--- src/rtl/sa_accum_pkg.sv ---
package sa_accum_pkg;
  // Per-pair inversion mask; a nibble mask of 4'b0101 is two of these.
  localparam logic [1:0] NEG_MASK = 2'b01;

  function automatic int unsigned max_u(input int unsigned a, input int unsigned b);
    return (a > b) ? a : b;
  endfunction
endpackage

--- src/rtl/sa_pair_adjust.sv ---
module sa_pair_adjust
  import sa_accum_pkg::*;
(
  input  logic       clk_i,
  input  logic       rst_ni,
  input  logic [1:0] pair_i,
  output logic       inc_hi_o,
  output logic       inc_lo_o
);
  logic [1:0] adj;

  always_comb begin
    adj      = pair_i ^ NEG_MASK;
    inc_hi_o = &adj;
    inc_lo_o = ^adj;
  end

  // a pair feeds exactly one weight.
  a_r3_one_weight: assert property (@(posedge clk_i) disable iff (!rst_ni)
    !(inc_hi_o && inc_lo_o));
  // the all-negative pattern counts nothing.
  a_r2_zero_pair: assert property (@(posedge clk_i) disable iff (!rst_ni)
    (pair_i == 2'b01) |-> (!inc_hi_o && !inc_lo_o));
endmodule

--- src/rtl/sa_split_counter.sv ---
module sa_split_counter #(
  parameter int W = 16
) (
  input  logic         clk_i,
  input  logic         rst_ni,
  input  logic         clr_i,
  input  logic         inc_i,
  output logic [W-1:0] cnt_o
);
  logic [W-1:0] cnt_q;

  // On a strobe the current pair seeds the new interval.
  always_ff @(posedge clk_i or negedge rst_ni) begin
    if (!rst_ni)    cnt_q <= '0;
    else if (clr_i) cnt_q <= W'(inc_i);
    else            cnt_q <= cnt_q + W'(inc_i);
  end

  assign cnt_o = cnt_q;

  // a fresh interval holds at most the strobe-cycle pair.
  a_r5_fresh_interval: assert property (@(posedge clk_i) disable iff (!rst_ni)
    clr_i |=> (cnt_q <= W'(1)));
  // within an interval the counter never wraps to zero.
  a_r8_no_wrap: assert property (@(posedge clk_i) disable iff (!rst_ni)
    (!clr_i && inc_i) |=> (cnt_q != '0));
endmodule

--- src/rtl/sa_sample_stage.sv ---
module sa_sample_stage #(
  parameter int CNT_W = 13,
  parameter int SUM_W = 16
) (
  input  logic                    clk_i,
  input  logic                    rst_ni,
  input  logic                    strobe_i,
  input  logic [CNT_W-1:0]        hi_i,
  input  logic [CNT_W-1:0]        lo_i,
  output logic                    valid_o,
  output logic [CNT_W-1:0]        hi_o,
  output logic [CNT_W-1:0]        lo_o,
  output logic [SUM_W-1:0]        count_o,
  output logic signed [SUM_W:0]   value_o
);
  logic [SUM_W-1:0] total;

  always_comb total = (SUM_W'(hi_i) << 1) + SUM_W'(lo_i);

  always_ff @(posedge clk_i or negedge rst_ni) begin
    if (!rst_ni) begin
      valid_o <= 1'b0;
      hi_o    <= '0;
      lo_o    <= '0;
      count_o <= '0;
      value_o <= '0;
    end else begin
      valid_o <= strobe_i;
      if (strobe_i) begin
        hi_o    <= hi_i;
        lo_o    <= lo_i;
        count_o <= total;
        value_o <= -$signed({1'b0, total});
      end
    end
  end

  // valid follows the strobe by exactly one cycle.
  a_r7_valid_timing: assert property (@(posedge clk_i) disable iff (!rst_ni)
    strobe_i |=> valid_o);
  a_r7_valid_quiet: assert property (@(posedge clk_i) disable iff (!rst_ni)
    !strobe_i |=> !valid_o);
  // captured values hold between strobes.
  a_r7_hold: assert property (@(posedge clk_i) disable iff (!rst_ni)
    !valid_o |-> ($stable(count_o) && $stable(hi_o) && $stable(lo_o)));
  // signed output mirrors the unsigned total.
  a_r6_negation: assert property (@(posedge clk_i) disable iff (!rst_ni)
    (value_o + $signed({1'b0, count_o})) == '0);
endmodule

--- src/rtl/sign_alt_accum.sv ---
module sign_alt_accum
  import sa_accum_pkg::*;
#(
  parameter  int MAX_INTERVAL = 4096,
  localparam int CNT_W = $clog2(MAX_INTERVAL + 1),
  localparam int SUM_W = int'(max_u(16, $clog2(2 * MAX_INTERVAL + 1)))
) (
  input  logic                  clk_i,
  input  logic                  rst_ni,
  input  logic [1:0]            pair_i,
  input  logic                  strobe_i,
  output logic                  valid_o,
  output logic [CNT_W-1:0]      hi_cnt_o,
  output logic [CNT_W-1:0]      lo_cnt_o,
  output logic [SUM_W-1:0]      count_o,
  output logic signed [SUM_W:0] value_o
);
  localparam int NUM_CNT = 2; // index 1: weight-2, index 0: weight-1

  logic [NUM_CNT-1:0] inc;
  logic [CNT_W-1:0]   cnt [NUM_CNT];

  sa_pair_adjust u_adj (
    .clk_i    (clk_i),
    .rst_ni   (rst_ni),
    .pair_i   (pair_i),
    .inc_hi_o (inc[1]),
    .inc_lo_o (inc[0])
  );

  for (genvar g = 0; g < NUM_CNT; g++) begin : g_cnt
    sa_split_counter #(.W(CNT_W)) u_cnt (
      .clk_i  (clk_i),
      .rst_ni (rst_ni),
      .clr_i  (strobe_i),
      .inc_i  (inc[g]),
      .cnt_o  (cnt[g])
    );
  end

  sa_sample_stage #(.CNT_W(CNT_W), .SUM_W(SUM_W)) u_smp (
    .clk_i    (clk_i),
    .rst_ni   (rst_ni),
    .strobe_i (strobe_i),
    .hi_i     (cnt[1]),
    .lo_i     (cnt[0]),
    .valid_o  (valid_o),
    .hi_o     (hi_cnt_o),
    .lo_o     (lo_cnt_o),
    .count_o  (count_o),
    .value_o  (value_o)
  );
endmodule

--- config.mk ---
export PLATFORM = sky130hd
export DESIGN_NAME = sign_alt_accum
export DESIGN_NICKNAME = d
export VERILOG_FILES = /design/src/rtl/sa_accum_pkg.sv /design/src/rtl/sa_pair_adjust.sv /design/src/rtl/sa_split_counter.sv /design/src/rtl/sa_sample_stage.sv /design/src/rtl/sign_alt_accum.sv
export SDC_FILE = /design/constraint.sdc
export NUM_CORES = 1
export LEC_CHECK = 0
export BUFFER_PORTS_ARGS = -buffer_cell sky130_fd_sc_hd__buf_2
export CORE_MARGIN = 10
export CORE_UTILIZATION = 40
export DETAILED_ROUTE_END_ITERATION = 10
export GPL_TIMING_DRIVEN = 0
export REMOVE_ABC_BUFFERS = 1
export SLEW_MARGIN = 15
export SYNTH_ARGS = -nofsm -noshare
export SYNTH_HDL_FRONTEND = slang
export SYNTH_SLANG_ARGS = --single-unit
--- constraint.sdc ---
create_clock -name clk_i -period 3.9 [get_ports clk_i]
set_input_delay 0.195 -clock clk_i [delete_from_list [all_inputs] [get_ports clk_i]]
set_output_delay 0.195 -clock clk_i [all_outputs]
set_load 0.01 [all_outputs]
==> results.tsv <==
stage	metric	value	unit
timing	RSZ-0062 raised after global routing	no	
grt	gr usage total	12.2	%
timing	Setup Viol. Count Final	0	
timing	fmax	0.287	GHz
timing	skew final	11.6	ps
critical_path	CP Cell Sequence	ha_1 -> nor2_1 -> o31ai_1 -> xor2_1 -> nor4_1 -> nand3_1 -> or3_1 -> a31o_2	
routing	vias	3020	
floorplanning	DIE HEIGHT	122	um
timing	slew margin rel.	40.5	%
clocking	CTS Buf Count	9	
floorplanning	DIE WIDTH	122	um
yosys	number of flops mapped to enable cells by yosys	0	
yosys	Seq/Total Area, Yosys	49.8	%
timing	hold_ws	227	ps
floorplanning	die area	14900	sq um
critical_path	CP Class	flop to flop	
clocking	later-pin clock latency in the skew report	360	ps
timing	period utilization	89.3	%
routing	drt first pass iters	4	
finish	layout cells sized above 1	28.8	%
finish	most frequent cells in the layout	dfrtp_1, buf_2, mux2_2	
flow_run	MaxCap Viol Count	0	
outcome	outcome	complete, no violations	
finish	Nets	468	
clocking	Clock Tree Buf Depth	2	
yosys	Post-Syn Instances	382	
placement	PortBufs	63	
clocking	post_cts resized	0	
timing	Worst Tran Pin Value	885	ps
yosys	Yosys warnings	0	
routing	WL per Instance	15.1	um
critical_path	worst path required time	4150	ps
critical_path	crit end category	flop	
hold_path	HP Start	pair_i[1]	
yosys	synthesized flop and latch total	83	
yosys	Syn Area/Cell	10.9	sq um
clocking	CTS sink count	83	
yosys	Netlist cell types	49	
yosys	Synth Flop Type	dfrtp_1	
grt	wire length of the first global-routing pass	14.9	mm
finish	area delta synth->final	17.0	%
floorplanning	cell row count	37	
finish	# diodes	0	
clocking	CTS clk-pin slew, worst paths	80	ps
yosys	FFs w/ async S/R, synth	100	%
clocking	root buf cell	clkbuf_8	
finish	most common cell after layout, fill and taps aside	dfrtp_1	
clocking	CTS H-tree depth	3	
floorplanning	core area	10200	sq um
floorplanning	Boundary Pins	65	
critical_path	peak fanout along the critical path	7	
power_and_ir_drop	maximum VDD drop	250	uV
power_and_ir_drop	Pleak	2.37	nW
critical_path	slowest cell delay on critical path	780	ps
critical_path	Crit-path slowest cell	nor4_1	
routing	via/cell ratio	5.17	
hold_path	Hold Path Class	primary input to flop	
critical_path	Worst Setup Start Kind	flop	
critical_path	Worst Setup SP	g_cnt[0].u_cnt.cnt_o[3]	
placement	post-place setup slack	383	ps
routing	initial DRC count	167	
placement	post-detail-place hpwl	6.63	mm
grt	GR Overflow Total	0	
critical_path	r2r startpoint	g_cnt[0].u_cnt.cnt_o[3]	
placement	RD Place Congestion	0.742	
grt	initial antenna violation count	0	
critical_path	Worst EP arrival	3730	ps
floorplanning	Initial Util	40.8	%
clocking	CTS tree	done	
timing	Final Hold Fails	0	
routing	drc violations	0	
timing	min Tclk post-route	3480	ps
power_and_ir_drop	Power Density	431	nW/um^2
grt	vias in the first global route	3064	
timing	final setup margin	416	ps
routing	post-route ant nets	0	
timing	Max Slew Vio Count	0	
routing	Routed WL	8.82	mm
grt	largest net degree at the start of global routing	48	
yosys	mapped cell area	4170	sq um
timing	Sum Neg Setup Slack	0	ps
[Yosys cell counts, types with 3 or more instances]
cell type  number  area, sq um
o21ai_0        12         60.1
inv_1          13         48.8
buf_4           3         22.5
nor3_1          6         30.0
or3_1          11         68.8
nor2_1         35          131
a21o_1          5         37.5
xnor2_1        12          105
a21oi_1        23          115
nand3_1        12         60.1
nand2_1        23         86.3
ha_1           18          225
and3_1          4         25.0
clkbuf_1       10         37.5
a31oi_1         4         25.0
nand4_1         3         18.8
o311ai_0        3         26.3
xor2_1         19          166
nor2b_1         4         25.0
mux2_2         44          495
dfrtp_1        83         2080
[cell type report]
| type | instances | area [sq um] |
|---|---|---|
| repair buffers | 66 | 378 |
| clock inverters | 6 | 105 |
| multi-input cells | 271 | 1980 |
| inverters | 13 | 48.8 |
| well taps | 136 | 170 |
| fillers | 966 | 5350 |
| clock buffers | 9 | 124 |
| flip-flops and latches | 83 | 2080 |
[critical path: cells and delay by family (launching register included)]
kind	cells	cell delay, ps
AOI/OAI and AO/OA	2	710
xor gates and xnor gates	1	220
adders and majority gates	1	370
DFF	1	480
and+or+nand+nor	4	1590
[cells by family after synthesis]
| logic type | count (synthesis) | synth area share (%) |
|---|---|---|
| mux | 44 | 11.9 |
| other cells | 1 | 0.0899 |
| xor+xnor | 31 | 6.51 |
| compound gates | 63 | 9.78 |
| fa+ha+maj | 19 | 5.88 |
| simple gates | 113 | 13.3 |
| buf+inv | 28 | 2.79 |
| flops | 83 | 49.8 |
[final timing paths]
path / end / slack, ps / cells past startpoint
max in group asynchronous: g_cnt[1].u_cnt.cnt_o[4] / 2960 / 3
min: g_cnt[0].u_cnt.cnt_o[0] / 230 / 3
min reg2reg: u_smp.value_o[12] / 490 / 2
max reg2reg: u_smp.value_o[11] / 420 / 8
max: u_smp.value_o[11] / 420 / 8
min in group asynchronous: u_smp.value_o[13] / 340 / 2
[per-layer routing]
metal / global-route usage (%) / up-vias / part of all wire (%)
li1: - / 1473 / -
met1: 15.2 / 1481 / 46
met2: 19.4 / 56 / 47
met3: 3.52 / 10 / 6.3
met4: 5.01 / 0 / 1.4
met5: 0 / - / 0
[stage by stage]
stage | utilization (%) | power, mW | cells | area (sq um)
6_report | 47.7 | 2.10 | 584 | 4880
5_1_grt | 47.7 | 2.23 | 584 | 4880
3_5_place_dp | 45.4 | 1.40 | 568 | 4640
4_1_cts | 47.7 | 2.14 | 584 | 4880
3_3_place_gp | 44.8 | 1.39 | 566 | 4590
2_1_floorplan | - | 1.22 | 367 | 4100
[registers in the layout, summed over array words and instances (netlist names)]
register	count
g_cnt.u_cnt.cnt_o	26
u_smp.value_o	17
u_smp.count_o	14
u_smp.hi_o	13
u_smp.lo_o	12
u_smp.valid_o	1
[power by group]
group	leakage, nW	switching, mW	total, mW	internal, mW
registers	1.09	0.0465	0.991	0.945
clock network	0.119	0.307	0.726	0.419
logic	1.16	0.209	0.384	0.175
[what timing repair did]
| item | CTS | global route |
|---|---|---|
| hold endpoints to repair | 36 | 0 |
| setup buffers | 0 | 0 |
| hold buffers | 1 | 0 |
(Power assumes the default switching activity.)
